<file path="src/rtl/eprom_rd_pkg.sv">
package eprom_rd_pkg;

    typedef enum logic [1:0] {
        ST_IDLE    = 2'd0,
        ST_ACCESS  = 2'd1,
        ST_RELEASE = 2'd2
    } rd_state_e;

    // Round a nanosecond delay up to whole clock cycles.
    function automatic int unsigned ns_to_cyc(int unsigned ns, int unsigned clk_ns);
        return (ns + clk_ns - 1) / clk_ns;
    endfunction

    function automatic int unsigned umax(int unsigned a, int unsigned b);
        return (a > b) ? a : b;
    endfunction

endpackage

</file>
<file path="src/rtl/eprom_rd_phase.sv">
// Counts cycles since chip-enable fell; flags the output-enable point and the sample point.
module eprom_rd_phase #(
    parameter int unsigned LAG   = 5,
    parameter int unsigned TOTAL = 10
) (
    input  logic clk,
    input  logic rst_n,
    input  logic start_i,
    input  logic run_i,
    output logic oe_win_o,
    output logic done_o
);
    localparam int unsigned CW = $clog2(TOTAL + 1) < 1 ? 1 : $clog2(TOTAL + 1);
    localparam logic [CW-1:0] TOT_V = CW'(TOTAL);
    localparam logic [CW-1:0] LAG_V = CW'(LAG);

    logic [CW-1:0] cnt_d, cnt_q;

    always_comb begin
        cnt_d = '0;
        if (start_i) begin
            cnt_d = CW'(1);
        end else if (run_i) begin
            cnt_d = cnt_q + 1'b1;
        end
    end

    always_ff @(posedge clk) begin
        if (!rst_n) begin
            cnt_q <= '0;
        end else begin
            cnt_q <= cnt_d;
        end
    end

    assign oe_win_o = (cnt_q >= LAG_V);
    assign done_o   = (cnt_q == TOT_V);

    // the phase count never runs past the sample point
    a_r4_phase_bound: assert property (@(posedge clk) disable iff (!rst_n)
        cnt_q <= TOT_V);

endmodule

</file>
<file path="src/rtl/eprom_rd_recover.sv">
// Float-recovery down-counter: clear_o is 1 when a new access may start.
module eprom_rd_recover #(
    parameter int unsigned OFF = 3
) (
    input  logic clk,
    input  logic rst_n,
    input  logic load_i,
    output logic clear_o
);
    localparam int unsigned LOADV = (OFF > 0) ? OFF - 1 : 0;
    localparam int unsigned FW    = (LOADV > 0) ? $clog2(LOADV + 1) : 1;

    logic [FW-1:0] cnt_d, cnt_q;

    always_comb begin
        cnt_d = cnt_q;
        if (load_i) begin
            cnt_d = FW'(LOADV);
        end else if (cnt_q != '0) begin
            cnt_d = cnt_q - 1'b1;
        end
    end

    always_ff @(posedge clk) begin
        if (!rst_n) begin
            cnt_q <= '0;
        end else begin
            cnt_q <= cnt_d;
        end
    end

    assign clear_o = (cnt_q == '0);

    // a release only happens once the previous window has run out
    a_r6_load_when_clear: assert property (@(posedge clk) disable iff (!rst_n)
        load_i |-> clear_o);

endmodule

</file>
<file path="src/rtl/eprom_read_ctrl.sv">
module eprom_read_ctrl #(
    parameter int unsigned AW        = 13,
    parameter int unsigned DW        = 8,
    parameter int unsigned CLK_NS    = 20,
    parameter int unsigned T_ACC_NS  = 200,
    parameter int unsigned T_CE_NS   = 200,
    parameter int unsigned T_OE_NS   = 100,
    parameter int unsigned T_OFF_NS  = 50
) (
    input  logic          clk,
    input  logic          rst_n,
    input  logic          req_valid,
    output logic          req_ready,
    input  logic [AW-1:0] req_addr,
    output logic          rsp_valid,
    output logic [DW-1:0] rsp_data,
    output logic [AW-1:0] mem_addr,
    output logic          mem_ce_n,
    output logic          mem_oe_n,
    input  logic [DW-1:0] mem_data
);
    import eprom_rd_pkg::*;

    localparam int unsigned ACC_CYC   = ns_to_cyc(T_ACC_NS, CLK_NS);
    localparam int unsigned CE_CYC    = ns_to_cyc(T_CE_NS, CLK_NS);
    localparam int unsigned OE_CYC    = ns_to_cyc(T_OE_NS, CLK_NS);
    localparam int unsigned OFF_CYC   = ns_to_cyc(T_OFF_NS, CLK_NS);
    localparam int unsigned SETUP_CYC = umax(ACC_CYC, CE_CYC);
    localparam int unsigned LAG_CYC   = (SETUP_CYC > OE_CYC) ? SETUP_CYC - OE_CYC : 0;
    localparam int unsigned TOTAL_CYC = umax(LAG_CYC + OE_CYC, 1);
    localparam logic        OE_LATE   = (LAG_CYC != 0);

    typedef struct packed {
        rd_state_e     st;
        logic [AW-1:0] addr;
        logic          ce_n;
        logic          oe_n;
        logic          vld;
        logic [DW-1:0] data;
    } regs_t;

    regs_t r_d, r_q;
    logic  accept, oe_win, done, clear;

    assign req_ready = (r_q.st == ST_IDLE) && clear;
    assign accept    = req_valid && req_ready;

    eprom_rd_phase #(
        .LAG   (LAG_CYC),
        .TOTAL (TOTAL_CYC)
    ) u_phase (
        .clk      (clk),
        .rst_n    (rst_n),
        .start_i  (accept),
        .run_i    ((r_q.st == ST_ACCESS) && !done),
        .oe_win_o (oe_win),
        .done_o   (done)
    );

    eprom_rd_recover #(
        .OFF (OFF_CYC)
    ) u_recover (
        .clk     (clk),
        .rst_n   (rst_n),
        .load_i  (r_q.st == ST_RELEASE),
        .clear_o (clear)
    );

    always_comb begin
        r_d     = r_q;
        r_d.vld = 1'b0;
        unique case (r_q.st)
            ST_IDLE: begin
                if (accept) begin
                    r_d.st   = ST_ACCESS;
                    r_d.addr = req_addr;
                    r_d.ce_n = 1'b0;
                    r_d.oe_n = OE_LATE;
                end
            end
            ST_ACCESS: begin
                if (oe_win) begin
                    r_d.oe_n = 1'b0;
                end
                if (done) begin
                    r_d.data = mem_data;
                    r_d.vld  = 1'b1;
                    r_d.st   = ST_RELEASE;
                end
            end
            ST_RELEASE: begin
                r_d.ce_n = 1'b1;
                r_d.oe_n = 1'b1;
                r_d.st   = ST_IDLE;
            end
            default: begin
                r_d.st   = ST_IDLE;
                r_d.ce_n = 1'b1;
                r_d.oe_n = 1'b1;
            end
        endcase
    end

    always_ff @(posedge clk) begin
        if (!rst_n) begin
            r_q.st   <= ST_IDLE;
            r_q.addr <= '0;
            r_q.ce_n <= 1'b1;
            r_q.oe_n <= 1'b1;
            r_q.vld  <= 1'b0;
            r_q.data <= '0;
        end else begin
            r_q <= r_d;
        end
    end

    assign mem_addr  = r_q.addr;
    assign mem_ce_n  = r_q.ce_n;
    assign mem_oe_n  = r_q.oe_n;
    assign rsp_valid = r_q.vld;
    assign rsp_data  = r_q.data;

    // an accepted request drives its address with chip-enable low
    a_r2_accept_drives: assert property (@(posedge clk) disable iff (!rst_n)
        accept |=> (!mem_ce_n && mem_addr == $past(req_addr)));

    // output-enable only inside a chip-enabled window
    a_r3_oe_inside_ce: assert property (@(posedge clk) disable iff (!rst_n)
        !mem_oe_n |-> !mem_ce_n);

    // response strobe lasts one cycle
    a_r4_single_pulse: assert property (@(posedge clk) disable iff (!rst_n)
        rsp_valid |=> !rsp_valid);

    // both enables released right after the response
    a_r5_release: assert property (@(posedge clk) disable iff (!rst_n)
        rsp_valid |=> (mem_ce_n && mem_oe_n));

    // address does not move during an access
    a_r5_addr_stable: assert property (@(posedge clk) disable iff (!rst_n)
        (!mem_ce_n && !$past(mem_ce_n)) |-> $stable(mem_addr));

    // ready never offered while the memory is selected
    a_r6_ready_idle: assert property (@(posedge clk) disable iff (!rst_n)
        req_ready |-> mem_ce_n);

endmodule

</file>
<file path="config.mk">
export PLATFORM = sky130hd
export DESIGN_NAME = eprom_read_ctrl
export DESIGN_NICKNAME = d
export VERILOG_FILES = /design/src/rtl/eprom_rd_pkg.sv /design/src/rtl/eprom_rd_phase.sv /design/src/rtl/eprom_rd_recover.sv /design/src/rtl/eprom_read_ctrl.sv
export SDC_FILE = /design/constraint.sdc
export NUM_CORES = 1
export LEC_CHECK = 0
export ABC_CLOCK_PERIOD_IN_PS = 1600
export BUFFER_PORTS_ARGS = -buffer_cell sky130_fd_sc_hd__clkbuf_2
export CORE_MARGIN = 3
export CORE_UTILIZATION = 36
export DETAILED_ROUTE_END_ITERATION = 8
export PLACE_DENSITY = 0.66
export SYNTH_ARGS = -nofsm -noshare
export SYNTH_HDL_FRONTEND = slang
export SYNTH_SLANG_ARGS = --single-unit
export TNS_END_PERCENT = 5
</file>
<file path="constraint.sdc">
create_clock -name clk -period 1.6 [get_ports clk]
set_input_delay 0.16 -clock clk [delete_from_list [all_inputs] [get_ports clk]]
set_output_delay 0.16 -clock clk [all_outputs]
set_load 0.05 [all_outputs]
</file>
==> results.ini <==
[global_route]
grt_pass1_wl_mm=4.37
grtUsageTotal_pct=11.4
grt_pass1_vias=966
grt_max_degree=27
grt_overflow=0
antenna_found_initial=0

[setup_path]
crit_type=register to primary output
cp-endpoint=req_ready
reg2reg_from=u_phase.cnt_q[0]
reg2reg_slack_ps=250
worstSetupStartpoint=u_recover.cnt_q[0]
startpoint_type=register
worst-endpoint-required_ps=1440
rr_worst_depth=6
r2r_end=rsp_data[2]
crit_arrival_ps=1290
end_kind=primary output
crit_path_max_fanout=3

[sta]
slew_violations=0
period_share_pct=90.7
setup_viol=0
max_freq_mhz=689
skew_ps=8.60
hold_violations=0
worst_slew_pin_slew_ps=295
relSlewSlack_pct=80.4
rsz0062_at_grt=no
post-route-min-period_ps=1450

[finish]
post_layout_nonfiller_instances=236
syn2layout_area_growth_pct=16.8
final_common_cell=clkbuf_2
final_cell_mix=48 x clkbuf_2, 43 x nand2_1, 31 x dfxtp_1
diodes=0
final_nets=215
drive_gt1_share_pct=33.0
nFillCells=349
multi_input_area_um2=599
seqCellArea_um2=642
final_util_pct=44.8

[power]
p_leak_nw=0.829
ir_worst_vdd_uv=561
p_per_area_mw_per_mm2=1110
seqPwrFrac_pct=45.6
combPwrFrac_pct=14.5
power.switching_uw=490
p_sw_share_pct=26.2
internal_power_mw=1.38
p_clk_share_pct=39.8

[floorplanning]
die-height_um=69.4
die_w_um=69.4
core_area_mm2=0.00377
die_area_mm2=0.00482
start_util_pct=38.4
ios=49
rows=22

[drt]
first_iter_violations=23
remaining_drc_errors=0
num_vias=1018
wl_met2_um=954
ant_nets=0
drt_wl_total_mm=2.47
avgViaCountPerCell=4.31
wl_met1_mm=1.21
detail_route.wl_per_cell_um=10.5
drt-pass1-iter-count=4
highest_layer=met4
wl_met3_um=256

[run]
drv_cap=0

[placed_design]
dpl.cell_count=228
portBuffers=48
gp_congestion=0.710
hpwl_mm=1.82

[synth]
synth_edf_count=0
yosys_warnings=0
ys_ff_latch=32
syn_area_per_cell_um2=9.22
yosysTopAreaCellShare_pct=44.3
ys_async_sr_fraction_pct=0
synthTopCellsByArea=dfxtp_1 44%, mux2i_1 15%, nand2_1 11%, buf_4 11%, ha_1 3.5%
synth_area_mm2=0.00145
syn_inst=157
syn-num-nets=185
ys.flop_type=dfxtp_1
synth.yosys.seq_area_share_pct=44.3
synth_cell_types=28
synth_area_leader_cell=dfxtp_1

[clock_network]
root_buffer=clkbuf_8
post_cts_resized=0
postCtsSetupBuffers=0
cts_max_path_buffers=2
cts_tree=yes
htree_num_levels=2
clkTransAtPathRegs_ps=70
clock_latency_ps=280
numCtsBuffers=5
ctsHoldBuffers=0
clock-sinks=32

[run_status]
status=complete, no violations

[hold_path]
hp-class=input port to register

==> worst min-delay path by stage <==
stage | start | to | slack [ps] | cells after the start
finish | req_addr[5] | mem_addr[5] | 100 | 3
detailed placement | req_addr[12] | mem_addr[12] | 390 | 3
global route | req_addr[5] | mem_addr[5] | 90 | 3
global placement | req_addr[12] | mem_addr[12] | 390 | 3
floorplan | req_addr[0] | mem_addr[0] | 300 | 2
CTS | req_addr[5] | mem_addr[5] | 80 | 3
==> layout make-up <==
| class | instances | share of cell area (%) |
|---|---|---|
| well taps | 48 | 3.55 |
| inverters | 5 | 1.11 |
| flip-flops and latches | 32 | 38.0 |
| clock buffers | 6 | 4.29 |
| clock inverters | 2 | 2.07 |
| repair buffers | 51 | 15.5 |
| multi-input cells | 92 | 35.5 |
==> power groups by stage <==
stage	clock [mW]	combinational (mW)	sequential, mW
floorplan	0	0.231	0.875
global placement	0	0.273	0.872
detailed placement	0	0.275	0.871
CTS	0.781	0.275	0.853
global route	0.806	0.296	0.858
finish	0.744	0.272	0.853
==> kinds of logic (layout without fill, tap and decap cells) <==
| logic type | after synthesis | in the layout | synth area share [%] |
|---|---|---|---|
| AOI/OAI and AO/OA | 6 | 6 | 3.11 |
| xor gates and xnor gates | 2 | 2 | 1.21 |
| adders and majority gates | 4 | 4 | 3.46 |
| buffers and inverters | 33 | 64 | 14.7 |
| DFF | 32 | 32 | 44.3 |
| muxes | 21 | 21 | 14.5 |
| and+or+nand+nor | 59 | 59 | 18.8 |
==> registers in the layout, summed over array words and instances, names as in the netlist <==
| signal | flops |
|---|---|
| mem_addr | 13 |
| mem_ce_n | 1 |
| mem_oe_n | 1 |
| r_q | 2 |
| rsp_data | 8 |
| rsp_valid | 1 |
| u_phase.cnt_q | 4 |
| u_recover.cnt_q | 2 |
==> metrics by stage <==
stage | hold WS [ps] | total power, mW | cell area [um^2] | setup TNS, ps | setup slack [ps]
finish | 96.1 | 1.87 | 1690 | 0 | 149
global route | 91.3 | 1.96 | 1690 | 0 | 54.8
CTS | 80.8 | 1.91 | 1690 | 0 | 122
detailed placement | 393 | 1.15 | 1580 | 0 | 263
global placement | 392 | 1.15 | 1580 | 0 | 293
floorplan | 299 | 1.11 | 1450 | -816 | -86.7
==> Yosys cell counts (2+ instances only) <==
cell and instances:
nand2_1 43, dfxtp_1 32, buf_4 21, mux2i_1 21
inv_1 5, clkbuf_1 4, ha_1 4, nor2_1 4
and2_1 2, buf_2 2, nand3_1 2
==> routing by layer <==
layer	track usage, %	up-vias
met1	14.4	428
met3	5.80	5
met2	15.4	42
met5	0	-
met4	6.51	0
li1	-	543
==> worst max-delay path, stage by stage, from the launching register on <==
cell and delay (ps):
dfxtp_2 340, nor4_4 330, clkbuf_2 340
No activity file was read; power rests on OpenSTA's default activity.
